[src/rtl/sen_pkg.sv]
package sen_pkg;
  typedef enum logic {
    EN_ON  = 1'b0,
    EN_OFF = 1'b1
  } en_level_e;
endpackage

[src/rtl/sen_clear_gen.sv]
module sen_clear_gen (
  input  logic wd_rst_i,
  input  logic pwr_good_i,
  output logic clear_o
);
  assign clear_o = wd_rst_i | ~pwr_good_i;
endmodule

[src/rtl/sen_svc_counter.sv]
module sen_svc_counter #(
  parameter int unsigned SVC_NEED = 3,
  localparam int unsigned CntW    = $clog2(SVC_NEED + 1)
) (
  input  logic clk_i,
  input  logic rst_ni,
  input  logic clear_i,
  input  logic svc_i,
  output logic reached_o
);
  localparam logic [CntW-1:0] LastCnt = CntW'(SVC_NEED - 1);
  localparam logic [CntW-1:0] SatCnt  = CntW'(SVC_NEED);

  logic [CntW-1:0] cnt_q;

  // pulse on the service that completes the run
  assign reached_o = svc_i & ~clear_i & (cnt_q == LastCnt);

  always_ff @(posedge clk_i or negedge rst_ni) begin
    if (!rst_ni)                      cnt_q <= '0;
    else if (clear_i)                 cnt_q <= '0;
    else if (svc_i && cnt_q < SatCnt) cnt_q <= cnt_q + 1'b1;
  end
endmodule

[src/rtl/sen_en_hold.sv]
module sen_en_hold (
  input  logic clk_i,
  input  logic rst_ni,
  input  logic clear_i,
  input  logic set_i,
  output logic active_o
);
  always_ff @(posedge clk_i or negedge rst_ni) begin
    if (!rst_ni)      active_o <= 1'b0;
    else if (clear_i) active_o <= 1'b0;
    else if (set_i)   active_o <= 1'b1;
  end
endmodule

[src/rtl/sys_enable_qual.sv]
module sys_enable_qual
  import sen_pkg::*;
#(
  parameter int unsigned SVC_NEED = 3
) (
  input  logic clk_i,
  input  logic rst_ni,
  input  logic wd_rst_i,
  input  logic svc_ok_i,
  input  logic pwr_good_i,
  output logic en_no_o
);
  logic clear;
  logic reached;
  logic active;
  en_level_e en_lvl;

  sen_clear_gen i_clear (
    .wd_rst_i  (wd_rst_i),
    .pwr_good_i(pwr_good_i),
    .clear_o   (clear)
  );

  sen_svc_counter #(.SVC_NEED(SVC_NEED)) i_cnt (
    .clk_i    (clk_i),
    .rst_ni   (rst_ni),
    .clear_i  (clear),
    .svc_i    (svc_ok_i),
    .reached_o(reached)
  );

  sen_en_hold i_hold (
    .clk_i   (clk_i),
    .rst_ni  (rst_ni),
    .clear_i (clear),
    .set_i   (reached),
    .active_o(active)
  );

  // reset state and power loss override the held state without a clock
  assign en_lvl  = (active && !clear) ? EN_ON : EN_OFF;
  assign en_no_o = en_lvl;
endmodule

[config.mk]
export PLATFORM = sky130hd
export DESIGN_NAME = sys_enable_qual
export DESIGN_NICKNAME = d
export VERILOG_FILES = /design/src/rtl/sen_pkg.sv /design/src/rtl/sen_clear_gen.sv /design/src/rtl/sen_svc_counter.sv /design/src/rtl/sen_en_hold.sv /design/src/rtl/sys_enable_qual.sv
export SDC_FILE = /design/constraint.sdc
export NUM_CORES = 1
export LEC_CHECK = 0
export BUFFER_PORTS_ARGS = -buffer_cell sky130_fd_sc_hd__buf_4
export CAP_MARGIN = 40
export CORE_AREA = 2 2 39 41
export DETAILED_ROUTE_END_ITERATION = 10
export DIE_AREA = 0 0 41 43
export GPL_ROUTABILITY_DRIVEN = 0
export GPL_TIMING_DRIVEN = 0
export SETUP_SLACK_MARGIN = 0.4
export SLEW_MARGIN = 40
export SYNTH_ARGS = -nofsm -noshare
export SYNTH_HDL_FRONTEND = slang
export SYNTH_SLANG_ARGS = --single-unit
[constraint.sdc]
create_clock -name clk_i -period 1.24 [get_ports clk_i]
set_input_delay 0.248 -clock clk_i [delete_from_list [all_inputs] [get_ports clk_i]]
set_output_delay 0.248 -clock clk_i [all_outputs]
set_load 0.01 [all_outputs]
; ---- Word level (Yosys, flattened, before mapping)
; Cells that the tools add are included.
[classes]
order_cmp = 1
n_reduce_logical = 5
eq_ne = 1
n_mux = 5
bitwise = 5
n_addsub = 1
[ops]
columns = cell, count
row1 = 2-bit 2-to-1 mux, 2
row2 = 2-bit nonzero test, 2
row3 = 1-bit 2-to-1 mux, 3
row4 = 2-bit by 1-bit adder with 2-bit output (second input constant), 1
row5 = 1-bit AND, 2
row6 = 2-bit == test (second input constant), 1
row7 = 1-bit logical AND, 2
row8 = 2-bit < comparator (second input constant), 1
row9 = 1-bit NOT, 2
row10 = 1-bit logical NOT, 1
row11 = 1-bit bitwise OR, 1
[word_totals]
output_inout_bits = 1
ff_bits = 3
word_cells = 20
inputBits = 5

; ---- Longest topological paths before layout
[logic_depth]
ltp_word = 7
depth_mapped = 5
mapped_depth_nobuf = 5

; ---- Modules after synthesis
; Synthesis repeated with hierarchy kept, for this count alone.
[unflattened]
hier_cells = 18
hier_area_um2 = 187.7
[modules_own_cells]
columns = module, area_per_inst_um2, seq_area_each_um2, cells_each, instances
row1 = sen_svc_counter, 140.1, 50.0, 14, 1
row2 = sen_en_hold, 35.0, 25.0, 2, 1
row3 = sen_clear_gen, 6.3, 0.0, 1, 1
row4 = sys_enable_qual, 6.3, 0.0, 1, 1

; ---- Worst setup path after synthesis
; OpenSTA, ideal clock, no wires.
[synth_path]
path_type = register to register
startpoint = register i_cnt.cnt_q[0]
endpoint = register i_cnt.cnt_q[1]
n_path_buf = 0
setup_time_ns = 0.071
arrival_ns = 0.972
required_ns = 1.169
path_stages_with_launch = 6
slack_ns = 0.197
synth_period_minus_slack_ns = 1.043
cell_sequence = dfrtp_1 -> inv_1 -> ha_1 -> nor3b_1 -> a21oi_1 -> nor2_1
[synth_via]
elab_chain_cells = 3
elab_cells_between_ends = 6
[synth_rtl]
columns = element, line
row1 = "start, declared", sen_svc_counter.sv:14  ; logic [CntW-1:0] cnt_q;
row2 = "start signal, assigned", sen_svc_counter.sv:22  ; else if (svc_i && cnt_q < SatCnt) cnt_q <= cnt_q + 1'b1;
row3 = 2-bit by 1-bit adder with 2-bit output or 2-bit < comparator (tied branches), sen_svc_counter.sv:22
row4 = 2-bit 2-to-1 mux or 1-bit logical AND (tied branches), sen_svc_counter.sv:22
row5 = 2-bit 2-to-1 mux or 2-bit nonzero test (tied branches), n/a
; Parallel ways exist; a longest one is shown, timed or not. The select of a mux whose other input is x is not followed.
; A chain may end at the register's enable or synchronous reset.

; ---- Worst setup path in the final report
[layout_path]
startpoint = register i_cnt.cnt_q[1]
endpoint = register i_cnt.cnt_q[0]
[layout_via]
elab_chain_cells = 3
[layout_rtl]
columns = element, line
row1 = 2-bit < comparator, sen_svc_counter.sv:22
row2 = 1-bit logical AND, sen_svc_counter.sv:22
row3 = 2-bit nonzero test (no line), n/a
; Every way passes these cells.

==> flow_summary_export.csv <==
group,metric,value,unit
status,status,"finished, final reports clean",
logic_synthesis,syn_area,171,um2
floorplanning,start_util,12.4,%
placed_design,io_buffers,5,
critical_path,reg2reg_depth,4,
critical_path,crit_top_cell,"nand2b_4",
drt,dr.pass1.iters,3,
critical_path,critical_path.max_fanout,3,
final_layout,syn2layout_area_growth,91.2,%
placed_design,hpwl,257,um
logic_synthesis,yosysUniqueCellTypes,10,
final_layout,final_layout_size_suffix_gt1_share,70.0,%
floorplanning,die_x,41,um
drt,drc,0,
timing,slew_headroom,89.9,%
global_route,track_usage,5.74,%
timing,finalSetupTns,0,ns
critical_path,crit_path_cell_trace,"ha_2 > nand2b_4 > nand2b_4 > a21oi_2",
critical_path,startpoint,"i_cnt.cnt_q[1]",
timing,setup_violations,0,
drt,wl_per_cell,7.61,um
logic_synthesis,async_flop_share,100,%
logic_synthesis,synth_edf_count,0,
cts,clkLatencyLatePin,0.23,ns
hold_path,hold_end,"i_hold.active_o",
drt,vias_per_cell,3.33,
timing,timing.fmax,909,MHz
cts,numCtsBuffers,3,
timing,post-route-min-period,1.10,ns
final_layout,fin_cells,46,
cts,path_clk_slew,0.04,ns
floorplanning,core,1380,um2
hold_path,hold_class,"in2reg",
timing,skew,0.000618,ns
logic_synthesis,yosysTopAreaCell,"dfrtp_1",
global_route,antenna_found_initial,0,
logic_synthesis,synthTopCellsByArea,"dfrtp_1 (44%), ha_1 (15%), a21oi_1 (8.8%)",
cts,cts_root_buf,"clkbuf_4",
critical_path,critPathArrivalTime,1.25,ns
hold_path,holdPathStages,3,
critical_path,crit_buf_inv,0,
logic_synthesis,synthFlopType,"dfrtp_1",
power_and_ir_drop,peakVddDrop,391,uV
timing,tightest_slew,0.151,ns
logic_synthesis,syn-instance-count,17,
logic_synthesis,netlist.area_leader.share,43.8,%
critical_path,crit_path_top_delay_cell,"dfrtp_2",
drt,first_iter_violations,2,
cts,clockBufferDepth,2,
power_and_ir_drop,power.leakage,0.142,nW
global_route,gr-total-overflow,0,
run,max-cap-violations,0,
cts,cts_max_level,1,
cts,cts_sinks,3,
final_layout,antennaDiodeCount,0,
critical_path,r2r-start,"i_cnt.cnt_q[1]",
logic_synthesis,avgSynthCellArea,10.1,um2
drt,wl,350,um
power_and_ir_drop,power_density,949,nW/um2
floorplanning,die_h,43,um
logic_synthesis,synthTopCellsByCount,"a21oi_1 (3), dfrtp_1 (3), ha_1 (2), nand2b_1 (2), nor2_1 (2)",
timing,rsz0062_at_grt,"yes",
timing,drv_slew,0,
floorplanning,num_rows,14,
hold_path,hp-start,"svc_ok_i",
floorplanning,dieArea,1760,um2
critical_path,cp.required,1.39,ns
critical_path,critical_path.endpoint_type,"register",
timing,fin_crit_sh,88.7,%
logic_synthesis,ys_ff_latch,3,
placed_design,placed_area,236,um2
critical_path,slowest_delay,0.42,ns
floorplanning,io_pins,6,
drt,vias,153,
logic_synthesis,yosys_warnings,0,
logic_synthesis,syn_nets,24,
critical_path,worstSetupStartpointType,"register",
final_layout,num-nets-final,38,
critical_path,r2r-end,"i_cnt.cnt_q[0]",
logic_synthesis,ys_seq_area_share,43.8,%
global_route,grt_max_degree,4,
final_layout,final_area,328,um2
drt,postRouteAntennaNets,0,
global_route,grt_pass1_wl,572,um
critical_path,crit_family,"flip-flops",
critical_path,crit_type,"reg2reg",
timing,hold_viol_final,0,
global_route,grt_pass1_vias,159,
critical_path,reg2reg_slack,0.14,ns
placed_design,dp_cells,38,
cts,cts_tree,"yes",
-- flip-flops by register name, indices dropped and copies added (netlist names) --
register,cells
i_hold.active_o,1
i_cnt.cnt_q,2
-- area by class of cell --
class	instances	area, um2
Tap cell	16	20.0
Inverter	1	3.75
Sequential cell	3	76.3
Timing Repair Buffer	9	70.1
Fill cell	152	1060
Multi-Input combinational cell	13	131
Clock buffer	4	26.3
-- cell families (layout without fill, tap and decap cells) --
group | after synthesis | in the layout | synth area share (%)
AO/OA/AOI/OAI | 3 | 3 | 8.76
adder cells (fa/ha/maj) | 2 | 2 | 14.6
buffers and inverters | 1 | 14 | 2.19
flip-flops | 3 | 3 | 43.8
AND/OR/NAND/NOR | 8 | 8 | 30.7
-- layer usage --
metal	wire length (um)	part of all wire, %	global-route usage (%)
met1	133	38	5.52
met4	0	0	8.00
met5	0	0	0
met3	21	6.0	3.66
met2	195	56	6.56
-- what timing repair did --
action                     CTS  global route
setup buffers                1             2
pin swaps                    3             2
hold endpoints to repair     3             0
hold buffers                 1             0
setup endpoints to repair    4             4
resized for setup            5             2
-- worst register-to-register path, stage by stage (launching register included) --
cell and delay [ns]:
dfrtp_2 0.42, ha_2 0.20, nand2b_4 0.15, nand2b_4 0.14, a21oi_2 0.12
-- metrics by stage --
| stage | hold WS, ns | total power, W | worst slack (ns) | util (%) |
|---|---|---|---|---|
| 6_report | 0.310 | 0.000311 | 0.140 | 23.7 |
| 5_1_grt | 0.320 | 0.000337 | 0.107 | 23.7 |
| 4_1_cts | 0.312 | 0.000321 | 0.136 | 22.2 |
| 3_5_place_dp | 0.0388 | 0.000131 | 0.135 | 17.1 |
| 3_3_place_gp | 0.0388 | 0.000130 | 0.165 | 17.1 |
| 2_1_floorplan | -0.0476 | 0.000115 | 0.233 | - |
-- report_power, final --
group | switching, W | internal [W] | total, W
combinational | 0.0000159 | 0.0000239 | 0.0000398
sequential | 0.00000216 | 0.000101 | 0.000103
clock | 0.0000482 | 0.000120 | 0.000169
total | 0.0000662 | 0.000245 | 0.000311
-- how the worst max path moves through the flow --
| stage | to | depth (start not counted) |
|---|---|---|
| after floorplan | i_cnt.cnt_q[0] | 4 |
| after global placement | i_cnt.cnt_q[0] | 4 |
| after detailed placement | i_cnt.cnt_q[1] | 5 |
| after CTS | i_cnt.cnt_q[0] | 4 |
| after global routing | i_cnt.cnt_q[0] | 4 |
| final | i_cnt.cnt_q[0] | 4 |
-- cells in the final DEF (no fill, tap or decap) --
cell | synthesis | layout
nor2_1 | 2 | 2
dfrtp_1 | 3 | 2
nand2_1 | 1 | 1
a21oi_2 | 0 | 3
nand2b_4 | 1 | 2
nand2b_1 | 2 | 1
buf_4 | 0 | 8
ha_4 | 0 | 1
nor3b_2 | 0 | 1
ha_2 | 0 | 1
inv_2 | 0 | 1
dfrtp_2 | 0 | 1
clkbuf_4 | 0 | 3
dlygate4sd3_1 | 0 | 1
clkbuf_1 | 0 | 1
nand3b_1 | 1 | 1
No activity file was read; power rests on OpenSTA's default activity.
